## config.mk

```make
export PLATFORM = sky130hd
export DESIGN_NAME = matrix_scanner
export DESIGN_NICKNAME = d
export VERILOG_FILES = /design/src/rtl/mxs_pkg.sv /design/src/rtl/mxs_led_store.sv /design/src/rtl/mxs_key_store.sv /design/src/rtl/mxs_sequencer.sv /design/src/rtl/matrix_scanner.sv
export SDC_FILE = /design/constraint.sdc
export NUM_CORES = 1
export LEC_CHECK = 0
export BUFFER_PORTS_ARGS = -buffer_cell sky130_fd_sc_hd__buf_2
export CELL_PAD_IN_SITES_DETAIL_PLACEMENT = 0
export CELL_PAD_IN_SITES_GLOBAL_PLACEMENT = 1
export CORE_UTILIZATION = 41
export DETAILED_ROUTE_END_ITERATION = 7
export HOLD_SLACK_MARGIN = 0.12
export PLACE_DENSITY = 0.76
export SETUP_SLACK_MARGIN = 0.2
export SLEW_MARGIN = 5
export SYNTH_ARGS = -nofsm -noshare
export SYNTH_HDL_FRONTEND = slang
export SYNTH_SLANG_ARGS = --single-unit
```

## constraint.sdc

```tcl
create_clock -name clk -period 3 [get_ports clk]
set_clock_uncertainty 0.05 [all_clocks]
set_input_delay 0.45 -clock clk [delete_from_list [all_inputs] [get_ports clk]]
set_output_delay 0.45 -clock clk [all_outputs]
set_load 0.05 [all_outputs]
```

## src/rtl/mxs_pkg.sv

```systemverilog
package mxs_pkg;

    localparam int BUS_W  = 8;
    localparam int ADDR_W = 3;

    localparam logic [ADDR_W-1:0] SEL_COLS = 3'd1;
    localparam logic [ADDR_W-1:0] SEL_ROWS = 3'd2;
    localparam logic [ADDR_W-1:0] SEL_KEYS = 3'd3;

    typedef enum logic [1:0] {
        PH_SETUP,
        PH_STROBE,
        PH_HOLD
    } phase_t;

    typedef enum logic [1:0] {
        AC_BLANK,
        AC_ROWS,
        AC_COLS,
        AC_KEYS
    } access_t;

    typedef struct packed {
        logic [ADDR_W-1:0] addr;
        logic              en;
        logic              oe;
        logic [BUS_W-1:0]  data;
    } bus_drive_t;

    function automatic logic [ADDR_W-1:0] access_sel(access_t a);
        case (a)
            AC_BLANK: return SEL_COLS;
            AC_ROWS:  return SEL_ROWS;
            AC_COLS:  return SEL_COLS;
            default:  return SEL_KEYS;
        endcase
    endfunction

endpackage

```

## src/rtl/mxs_led_store.sv

```systemverilog
module mxs_led_store
    import mxs_pkg::*;
#(
    parameter int LED_COLS = 8,
    parameter int LED_ROWS = 5,
    parameter int IDX_W    = 3,
    localparam int COL_W   = $clog2(LED_COLS)
) (
    input  logic                clk,
    input  logic                rst,
    input  logic                wr_en,
    input  logic [IDX_W-1:0]    wr_row,
    input  logic [LED_COLS-1:0] wr_data,
    input  logic [COL_W-1:0]    col_idx,
    output logic [LED_ROWS-1:0] col_bits
);

    logic [LED_ROWS-1:0][LED_COLS-1:0] image_q;

    generate
        for (genvar r = 0; r < LED_ROWS; r++) begin : g_row
            always_ff @(posedge clk) begin
                if (rst) begin
                    image_q[r] <= '0;
                end else if (wr_en && (int'(wr_row) == r)) begin
                    image_q[r] <= wr_data;
                end
            end
            assign col_bits[r] = image_q[r][col_idx];
        end
    endgenerate

endmodule

```

## src/rtl/mxs_key_store.sv

```systemverilog
module mxs_key_store
    import mxs_pkg::*;
#(
    parameter int KEY_COLS = 8,
    parameter int KEY_ROWS = 3,
    localparam int ROW_W   = $clog2(KEY_ROWS)
) (
    input  logic                         clk,
    input  logic                         rst,
    input  logic                         cap_en,
    input  logic [ROW_W-1:0]             cap_row,
    input  logic [KEY_COLS-1:0]          col_lines,
    output logic [KEY_ROWS*KEY_COLS-1:0] pressed
);

    logic [KEY_ROWS-1:0][KEY_COLS-1:0] rows_q;

    generate
        for (genvar s = 0; s < KEY_ROWS; s++) begin : g_krow
            always_ff @(posedge clk) begin
                if (rst) begin
                    rows_q[s] <= '0;
                end else if (cap_en && (int'(cap_row) == s)) begin
                    rows_q[s] <= ~col_lines;
                end
            end
            assign pressed[s*KEY_COLS +: KEY_COLS] = rows_q[s];
        end
    endgenerate

endmodule

```

## src/rtl/mxs_sequencer.sv

```systemverilog
module mxs_sequencer
    import mxs_pkg::*;
#(
    parameter int LED_COLS = 8,
    parameter int LED_ROWS = 5,
    parameter int KEY_ROWS = 3,
    localparam int COL_W   = $clog2(LED_COLS),
    localparam int ROW_W   = $clog2(KEY_ROWS)
) (
    input  logic                clk,
    input  logic                rst,
    input  logic                scan_tick,
    input  logic [LED_ROWS-1:0] led_col_bits,
    output logic [COL_W-1:0]    col_idx,
    output logic [ROW_W-1:0]    key_row_idx,
    output logic                cap_en,
    output bus_drive_t          drv
);

    logic       busy_q;
    access_t    acc_q;
    phase_t     ph_q;
    logic [COL_W-1:0] col_q;
    logic [ROW_W-1:0] srow_q;
    logic       last_cycle;

    assign last_cycle = busy_q && (acc_q == AC_KEYS) && (ph_q == PH_HOLD);

    always_ff @(posedge clk) begin
        if (rst) begin
            busy_q <= 1'b0;
            acc_q  <= AC_BLANK;
            ph_q   <= PH_SETUP;
            col_q  <= '0;
            srow_q <= '0;
        end else if (!busy_q) begin
            if (scan_tick) begin
                busy_q <= 1'b1;
                acc_q  <= AC_BLANK;
                ph_q   <= PH_SETUP;
            end
        end else begin
            case (ph_q)
                PH_SETUP:  ph_q <= PH_STROBE;
                PH_STROBE: ph_q <= PH_HOLD;
                default: begin
                    ph_q <= PH_SETUP;
                    if (acc_q == AC_KEYS) begin
                        busy_q <= 1'b0;
                        acc_q  <= AC_BLANK;
                        col_q  <= (col_q == COL_W'(LED_COLS - 1)) ? '0 : col_q + 1'b1;
                        srow_q <= (srow_q == ROW_W'(KEY_ROWS - 1)) ? '0 : srow_q + 1'b1;
                    end else begin
                        acc_q <= access_t'(acc_q + 2'd1);
                    end
                end
            endcase
        end
    end

    logic [KEY_ROWS-1:0] key_sel;
    logic [LED_COLS-1:0] col_hot;

    assign key_sel = KEY_ROWS'(1) << srow_q;
    assign col_hot = LED_COLS'(1) << col_q;

    always_comb begin
        drv = '{addr: SEL_KEYS, en: 1'b0, oe: 1'b0, data: '0};
        if (busy_q) begin
            drv.addr = access_sel(acc_q);
            drv.en   = (ph_q == PH_STROBE);
            drv.oe   = (acc_q != AC_KEYS);
            case (acc_q)
                AC_ROWS: drv.data = {~key_sel, ~led_col_bits};
                AC_COLS: drv.data = col_hot;
                default: drv.data = '0;
            endcase
        end
    end

    assign cap_en      = busy_q && (acc_q == AC_KEYS) && (ph_q == PH_STROBE);
    assign col_idx     = col_q;
    assign key_row_idx = srow_q;

    a_r3_sel_quiet: assert property (@(posedge clk) disable iff (rst)
        (drv.addr != $past(drv.addr)) |-> (!drv.en && !$past(drv.en)));

    a_r2_one_cycle_strobe: assert property (@(posedge clk) disable iff (rst)
        drv.en |=> !drv.en);

    a_r5_col_onehot: assert property (@(posedge clk) disable iff (rst)
        (drv.en && drv.addr == SEL_COLS) |-> $onehot0(drv.data));

    a_r6_one_key_row: assert property (@(posedge clk) disable iff (rst)
        (drv.en && drv.addr == SEL_ROWS) |-> ($countones(drv.data[BUS_W-1 -: KEY_ROWS]) == KEY_ROWS - 1));

    a_r9_seq_hold: assert property (@(posedge clk) disable iff (rst)
        (busy_q && !last_cycle) |=> ($stable(col_q) && $stable(srow_q)));

endmodule

```

## src/rtl/matrix_scanner.sv

```systemverilog
module matrix_scanner
    import mxs_pkg::*;
#(
    parameter int LED_COLS = 8,
    parameter int LED_ROWS = 5,
    parameter int KEY_ROWS = 3,
    localparam int COL_W   = $clog2(LED_COLS),
    localparam int ROW_W   = $clog2(KEY_ROWS),
    localparam int KEYS    = KEY_ROWS * LED_COLS
) (
    input  logic                clk,
    input  logic                rst,
    input  logic                scan_tick,
    input  logic                led_wr_en,
    input  logic [2:0]          led_wr_row,
    input  logic [7:0]          led_wr_data,
    output logic [KEYS-1:0]     key_state,
    output logic [2:0]          bus_addr,
    output logic                bus_dec_en,
    output logic [7:0]          bus_data_out,
    output logic                bus_data_oe,
    input  logic [7:0]          bus_data_in
);

    logic [COL_W-1:0]    col_idx;
    logic [ROW_W-1:0]    key_row_idx;
    logic [LED_ROWS-1:0] col_bits;
    logic                cap_en;
    bus_drive_t          drv;

    mxs_led_store #(
        .LED_COLS(LED_COLS),
        .LED_ROWS(LED_ROWS),
        .IDX_W(3)
    ) u_leds (
        .clk(clk),
        .rst(rst),
        .wr_en(led_wr_en),
        .wr_row(led_wr_row),
        .wr_data(led_wr_data),
        .col_idx(col_idx),
        .col_bits(col_bits)
    );

    mxs_sequencer #(
        .LED_COLS(LED_COLS),
        .LED_ROWS(LED_ROWS),
        .KEY_ROWS(KEY_ROWS)
    ) u_seq (
        .clk(clk),
        .rst(rst),
        .scan_tick(scan_tick),
        .led_col_bits(col_bits),
        .col_idx(col_idx),
        .key_row_idx(key_row_idx),
        .cap_en(cap_en),
        .drv(drv)
    );

    mxs_key_store #(
        .KEY_COLS(LED_COLS),
        .KEY_ROWS(KEY_ROWS)
    ) u_keys (
        .clk(clk),
        .rst(rst),
        .cap_en(cap_en),
        .cap_row(key_row_idx),
        .col_lines(bus_data_in),
        .pressed(key_state)
    );

    assign bus_addr     = drv.addr;
    assign bus_dec_en   = drv.en;
    assign bus_data_oe  = drv.oe;
    assign bus_data_out = drv.data;

    a_r4_release_on_read: assert property (@(posedge clk) disable iff (rst)
        (bus_addr == SEL_KEYS) |-> !bus_data_oe);

    a_r4_drive_on_write: assert property (@(posedge clk) disable iff (rst)
        (bus_dec_en && bus_addr != SEL_KEYS) |-> bus_data_oe);

endmodule

```

## Word level (Yosys, flattened, before mapping)

Cells that the tools add are included.

| word-level totals | value |
|---|---|
| logic and storage cells | 81 |
| memory bits (writable) | 0 |
| memories kept | 0 |
| input bits | 23 |
| output and inout port bits | 37 |
| bits in latches | 0 |
| ROM bits | 0 |
| register bits after elaboration | 74 |

| operators by class | value |
|---|---|
| equality and inequality tests | 14 |
| multipliers | 0 |
| bitwise logic cells | 4 |
| div/mod/pow operators | 0 |
| add/subtract/negate cells | 3 |
| reduce and logical (&&, ||, !) cells | 19 |
| shifts and indexed selects | 2 |
| $lt $le $gt $ge | 1 |
| multiplexer cells | 25 |

Operators by type and width:

| kind | number |
|---|---|
| 8-bit case mux with 2 select lines | 1 |
| 1-bit binary-select mux with 3-bit select | 5 |
| 13-bit two-way mux | 1 |
| 3-bit equality test, second input constant | 4 |
| 2-bit two-way mux | 6 |
| 2-bit equality test, second input constant | 5 |
| 1-bit logical AND | 10 |
| 1-bit two-way mux | 9 |
| 8-bit NOT | 1 |
| 2-bit case mux with 2 select lines | 2 |
| 1-bit by 3-bit << shifter with 8-bit output, first input constant | 1 |
| 2-bit logical NOT | 3 |
| 5-bit NOT | 1 |
| 2-bit by 1-bit adder with 2-bit output, second input constant | 2 |
| 2-bit by 1-bit equality test with 1-bit output, second input constant | 2 |
| 3-bit by 4-bit < comparator with 1-bit output, second input constant | 1 |
| 2-bit != test, second input constant | 2 |
| 2-bit OR reduction | 2 |
| 3-bit by 1-bit adder with 3-bit output, second input constant | 1 |
| 3-bit by 2-bit equality test with 1-bit output, second input constant | 1 |
| 3-bit logical NOT | 1 |
| 3-bit two-way mux | 1 |
| 3-bit NOT | 1 |
| 3-bit AND reduction | 1 |
| other kinds (4) | 4 |

## Logic depth before layout (Yosys ltp)

| depth | value |
|---|---|
| word-level depth | 5 |
| mapped depth | 6 |
| gate-level depth less buffers | 5 |

## Cells and area by module

A second synthesis with hierarchy kept.

| unflattened totals | value |
|---|---|
| cell total of the unflattened synthesis | 349 |
| area total of the unflattened synthesis | 3472.1 um^2 |

Modules (own cells, without submodules):

| module | cells an instance | seq. area each (um^2) | times used | area each (um^2) |
|---|---|---|---|---|
| mxs_led_store | 169 | 800.8 | 1 | 1784.2 |
| mxs_key_store | 89 | 480.5 | 1 | 979.7 |
| mxs_sequencer | 91 | 200.2 | 1 | 708.2 |

## Worst setup path after synthesis

OpenSTA, ideal clock, no wires.

| path | value |
|---|---|
| path kind | reg-to-output |
| from | register u_seq.acc_q[0] |
| to | output bus_addr[1] |
| required time | 2.500 ns |
| arrival | 1.876 ns |
| cell stages (with the launch flop) | 4 |
| buffers on the path | 0 |
| slack | 0.624 ns |
| cell sequence | dfxtp_1 -> ha_1 -> nor2b_1 -> nand2b_1 |

| between the ends | value |
|---|---|
| cells in the longest elaborated chain, start to end | 4 |
| elaborated cells on any way between the ends | 6 |
| classes of those cells | eq/ne: 2; mux: 2; reduce/logical: 2 |

Ends and longest elaborated chain:

| element | RTL line | RTL |
|---|---|---|
| from (decl) | mxs_sequencer.sv:21 | `access_t acc_q;` |
| from (signal assigned) | mxs_sequencer.sv:54 | `acc_q <= access_t'(acc_q + 2'd1);` |
| 2-bit equality test / 2-bit logical NOT (equally long branches) | mxs_pkg.sv:31 | `case (a)` |
| 2-bit OR reduction (no line) | n/a |  |
| 2-bit case mux with 2 select lines * | mxs_pkg.sv:31 |  |
| 13-bit two-way mux * | mxs_sequencer.sv:69 | `if (busy_q) begin` |
| to (decl) | matrix_scanner.sv:18 | `output logic [2:0] bus_addr,` |

Mark *: on every way between the ends. The rest lies on a longest branch, timed or not.

## Worst setup path in the final report

| path | value |
|---|---|
| from | register u_seq.col_q[0] (netlist: u_seq.col_idx[0]) |
| to | output bus_data_out[0] |

| between the ends | value |
|---|---|
| cells in the longest elaborated chain, start to end | 5 |
| elaborated cells on any way between the ends | 6 |
| classes of those cells | shift: 1; mux: 4; bitwise: 1 |

Ends and longest elaborated chain:

| element | RTL line | RTL |
|---|---|---|
| from (decl) | mxs_sequencer.sv:23 | `logic [COL_W-1:0] col_q;` |
| from (signal assigned) | mxs_sequencer.sv:51 | `col_q <= (col_q == COL_W'(LED_COLS - 1)) ? '0 : col_q + 1'b1;` |
| 1-bit binary-select mux with 3-bit select | mxs_led_store.sv:29 | `assign col_bits[r] = image_q[r][col_idx];` |
| 1-bit two-way mux (implied by the code) | mxs_led_store.sv:29 |  |
| 5-bit NOT | mxs_sequencer.sv:74 | `AC_ROWS: drv.data = {~key_sel, ~led_col_bits};` |
| 8-bit case mux with 2 select lines * | mxs_sequencer.sv:73 | `case (acc_q)` |
| 13-bit two-way mux * | mxs_sequencer.sv:69 |  |
| to (decl) | matrix_scanner.sv:20 | `output logic [7:0] bus_data_out,` |

Mark *: on every way between the ends. The rest lies on a longest branch, timed or not. The select of a mux whose other input is x is not followed.

==> key figures <==
Placed design
  • RD Place Congestion: 0.8400
  • Total half-perimeter wirelength after legalization and detailed placement: 5869 µm
  • Placement-stage cell area: 3865 µm²
  • Number of buffers added on ports: 58

Clock tree
  • H-tree levels: 3
  • Sinks on Clock Net: 74
  • Postcts setup bufs: 0
  • Clock latency on the worst-skew pair: 340 ps
  • Number of clock buffers inserted by TritonCTS: 9
  • Bufs on Longest Clock Path: 2
  • Post-CTS clock slew at the launch and capture registers of the worst setup and hold paths: 80 ps
  • Clk Tree Root Cell: sky130_fd_sc_hd__clkbuf_8
  • CTS tree: built

Synth
  • Dominant combinational cell family by area after synthesis: simple AND/OR/NAND/NOR gates
  • Basic-gate share of the synthesized area counting and, or, nand and nor cells: 17.71%
  • Top_reg_cell synth: sky130_fd_sc_hd__dfxtp_1
  • Proportion of synthesized area in mux cells: 14.11%
  • Avg Synthesized Cell Area: 9.418 µm²
  • Synthesized instance count: 372
  • Synthesized flop and latch total: 74
  • Adder and majority gate portion of the synthesized area: 3.571%
  • Sequential area share after synthesis: 42.29%
  • Post-synthesis share of cell area spent on xor and xnor gates: 0%
  • Post-synth EDFFs: 0
  • Cell variety after synth: 41
  • Netlist Area Pre-Place: 3503 µm²
  • Ys async rst share: 0%
  • Synthesized-area fraction occupied by ao, oa, aoi and oai cells: 17.07%
  • Post-synthesis net count: 405
  • Synth warn: 0

GRT
  • Number of global-route vias before repair: 2667
  • Largest net degree at the start of global routing: 75
  • Remaining global-route overflow: 0
  • Wire length of the first global-routing pass: 13700 µm
  • Total routing usage reported by global routing: 19.84%
  • Number of antenna violations at the first check in global routing: 0

Timing
  • Final cycle utilization of the critical path: 89.89%
  • Pins over their slew limit: 0
  • Number of endpoints with negative hold slack in the final report: 0
  • Worst slew slack as a fraction of its limit: 42.80%
  • Final setup fails: 0
  • Unrepaired setup endpoints after global routing: false
  • Final worst path period need: 2697 ps
  • Hold Worst Slack: 277.9 ps
  • Max Fclk: 370.8 MHz
  • Final-layout setup total negative slack: 0 ps
  • Transition time of the tightest slew-check pin: 857.9 ps

Flow run
  • Max Cap Viol: 0

Drt
  • DR WL/cell: 16.16 µm
  • Total Routed Length: 8535 µm
  • Drt first pass iters: 5
  • Residual DRC: 0
  • Number of routed nets with antenna violations: 0
  • Average via count per standard cell: 5.447
  • Drt initial violations: 148
  • Number of vias after detailed routing: 2876

Critical path
  • Worst reg2reg endpoint: u_keys.pressed[10]$_SDFFE_PP0P_
  • Crit-path max FO: 23
  • Reg-to-reg setup timing slack: 1030 ps
  • Critical path startpoint category: register
  • Setup crit end kind: output pin
  • Required time worst endpoint: 2500 ps
  • Data arrival at the endpoint of the critical path: 2200 ps
  • Worst r2r src: u_seq.acc_q[0]$_SDFFE_PP0P_
  • Worst reg-to-reg path cell count: 5
  • WS Path Type: reg -> out

Final layout
  • Syn-to-layout area delta: 16.18%
  • Ratio of cells with drive above 1 in the final layout: 27.66%
  • Post-route core utilization: 49.29%
  • Number of inserted filler cells in the final layout: 815
  • Final Net Count: 451
  • Commonest non-fill, non-tap cell in the layout: sky130_fd_sc_hd__dfxtp_1
  • Ant. Diodes: 0
  • Fin area: 4070 µm²
  • Top library cells by usage in the layout, fill and taps aside: sky130_fd_sc_hd__dfxtp_1, sky130_fd_sc_hd__buf_2, sky130_fd_sc_hd__nand2_1

Min path
  • Startpoint of the tightest hold check path: bus_data_in[7]
  • Path class of the lowest-slack min-delay path: in -> reg
  • Endpoint of the worst hold path: u_keys.pressed[23]$_SDFFE_PP0P_
  • Cells on Worst Hold Path: 2

Die
  • Total core area: 8258 µm²
  • Ports: 60
  • Area of the die: 8918 µm²
  • Starting density of the core: 42.42%
  • Rows: 33
  • Die height: 94.44 µm
  • Die width: 94.44 µm

Status
  • Outcome: finished clean

Pwr
  • IR Drop Worst-Case VDD: 0.2071 mV
  • LEAKAGE: 1.525 nW
  • Pwr/cell area: 463.9 nW/µm²
## worst max path at each step
stage | end | slack (ps) | start | cells after the start
after floorplan | bus_addr[1] | 620 | u_seq.acc_q[0]$_SDFFE_PP0P_ | 3
after global placement | bus_data_out[0] | 640 | u_seq.col_idx[0]$_SDFFE_PP0P_ | 5
after detailed placement | bus_data_out[4] | 600 | u_seq.col_idx[0]$_SDFFE_PP0P_ | 5
after CTS | bus_data_out[4] | 220 | u_seq.col_idx[0]$_SDFFE_PP0P_ | 5
after global routing | bus_data_out[1] | 210 | u_seq.acc_q[0]$_SDFFE_PP0P_ | 6
final | bus_data_out[0] | 300 | u_seq.col_idx[0]$_SDFFE_PP0P_ | 5
## layer usage
layer / part of all wire, % / vias to the layer above / routed length (µm) / GRT usage (%)
met5: 0 / - / 0 / 0
met4: 0.43 / 0 / 37 / 5.769
met3: 5.4 / 2 / 463 / 4.589
met2: 44 / 74 / 3797 / 29.05
met1: 50 / 1368 / 4237 / 28.73
li1: - / 1432 / - / -
## state kept, by name (all words and copies together) (netlist names)
name and cells:
u_seq.key_row_idx 2, u_keys.pressed 24, u_seq.busy_q 1, u_seq.ph_q 2, u_leds.image_q 40, u_seq.col_idx 3, u_seq.acc_q 2
## power by group
group          internal (mW)  switching (mW)
logic                 0.0422          0.0813
registers              0.995          0.0116
clock network          0.386           0.372
total                   1.42           0.465
## critical path, stage by stage, from the launching register on
cell,delay (ps)
sky130_fd_sc_hd__dfxtp_1,380
sky130_fd_sc_hd__buf_8,220
sky130_fd_sc_hd__mux2_2,370
sky130_fd_sc_hd__a222oi_1,400
sky130_fd_sc_hd__a32o_1,230
sky130_fd_sc_hd__buf_2,260
## synth_stat cells, types with 3 or more instances
master                     number  area share, %
sky130_fd_sc_hd__nor2_1        31            3.3
sky130_fd_sc_hd__nand2b_1       4           0.71
sky130_fd_sc_hd__nand3_1        3           0.43
sky130_fd_sc_hd__a32o_1         4            1.1
sky130_fd_sc_hd__o21ai_0        4           0.57
sky130_fd_sc_hd__ha_1          10            3.6
sky130_fd_sc_hd__a31oi_1       16            2.9
sky130_fd_sc_hd__buf_2          9            1.3
sky130_fd_sc_hd__nand4_1        8            1.4
sky130_fd_sc_hd__nand2_1       41            4.4
sky130_fd_sc_hd__mux2_4         5            2.1
sky130_fd_sc_hd__and3b_1        3           0.75
sky130_fd_sc_hd__nor3b_1        8            1.7
sky130_fd_sc_hd__nor2b_1        4           0.71
sky130_fd_sc_hd__nand3b_1       3           0.64
sky130_fd_sc_hd__a211oi_2      12            4.3
sky130_fd_sc_hd__a222oi_1       5            1.4
sky130_fd_sc_hd__mux2_2        14            4.5
sky130_fd_sc_hd__mux2i_1       25            7.1
sky130_fd_sc_hd__nor4bb_1       4            1.1
sky130_fd_sc_hd__a21oi_1       33            4.7
sky130_fd_sc_hd__inv_1          9           0.96
sky130_fd_sc_hd__dfxtp_1       74             42
sky130_fd_sc_hd__clkbuf_1      14            1.5
sky130_fd_sc_hd__a211oi_1       5            1.1
sky130_fd_sc_hd__buf_4          4           0.86
## layout make-up
cell class	instances	area, µm²	area share [%]
Timing Repair Buffer	65	352.8	8.669
Clock inverter	6	67.56	1.660
Sequential cell	74	1481	36.40
Clock buffer	10	127.6	3.136
Inverter	9	33.78	0.8300
Tap cell	105	131.4	3.228
Multi-Input combinational cell	259	1876	46.08
## cells by family (layout without fill, tap and decap cells)
| family | count (synthesis) | after routing |
|---|---|---|
| simple gates | 120 | 120 |
| compound gates | 83 | 83 |
| flops | 74 | 74 |
| mux | 45 | 45 |
| buf+inv | 39 | 90 |
| fa+ha+maj | 10 | 10 |
| other cells | 1 | 1 |
## timing repair
| action | in CTS | in global routing |
|---|---|---|
| hold buffers | 0 | 0 |
| endpoints found under the setup margin | 0 | 4 |
| gates resized for setup | 0 | 3 |
## through the flow
step / total power, mW / std cells / setup slack (ps)
floorplan: 1.100 / 372 / 623.7
global placement: 1.152 / 512 / 642.1
detailed placement: 1.153 / 512 / 600.8
CTS: 1.906 / 528 / 224.3
global route: 1.966 / 528 / 207.6
finish: 1.888 / 528 / 303.3
Note: power is estimated with default switching activity, not from simulation.
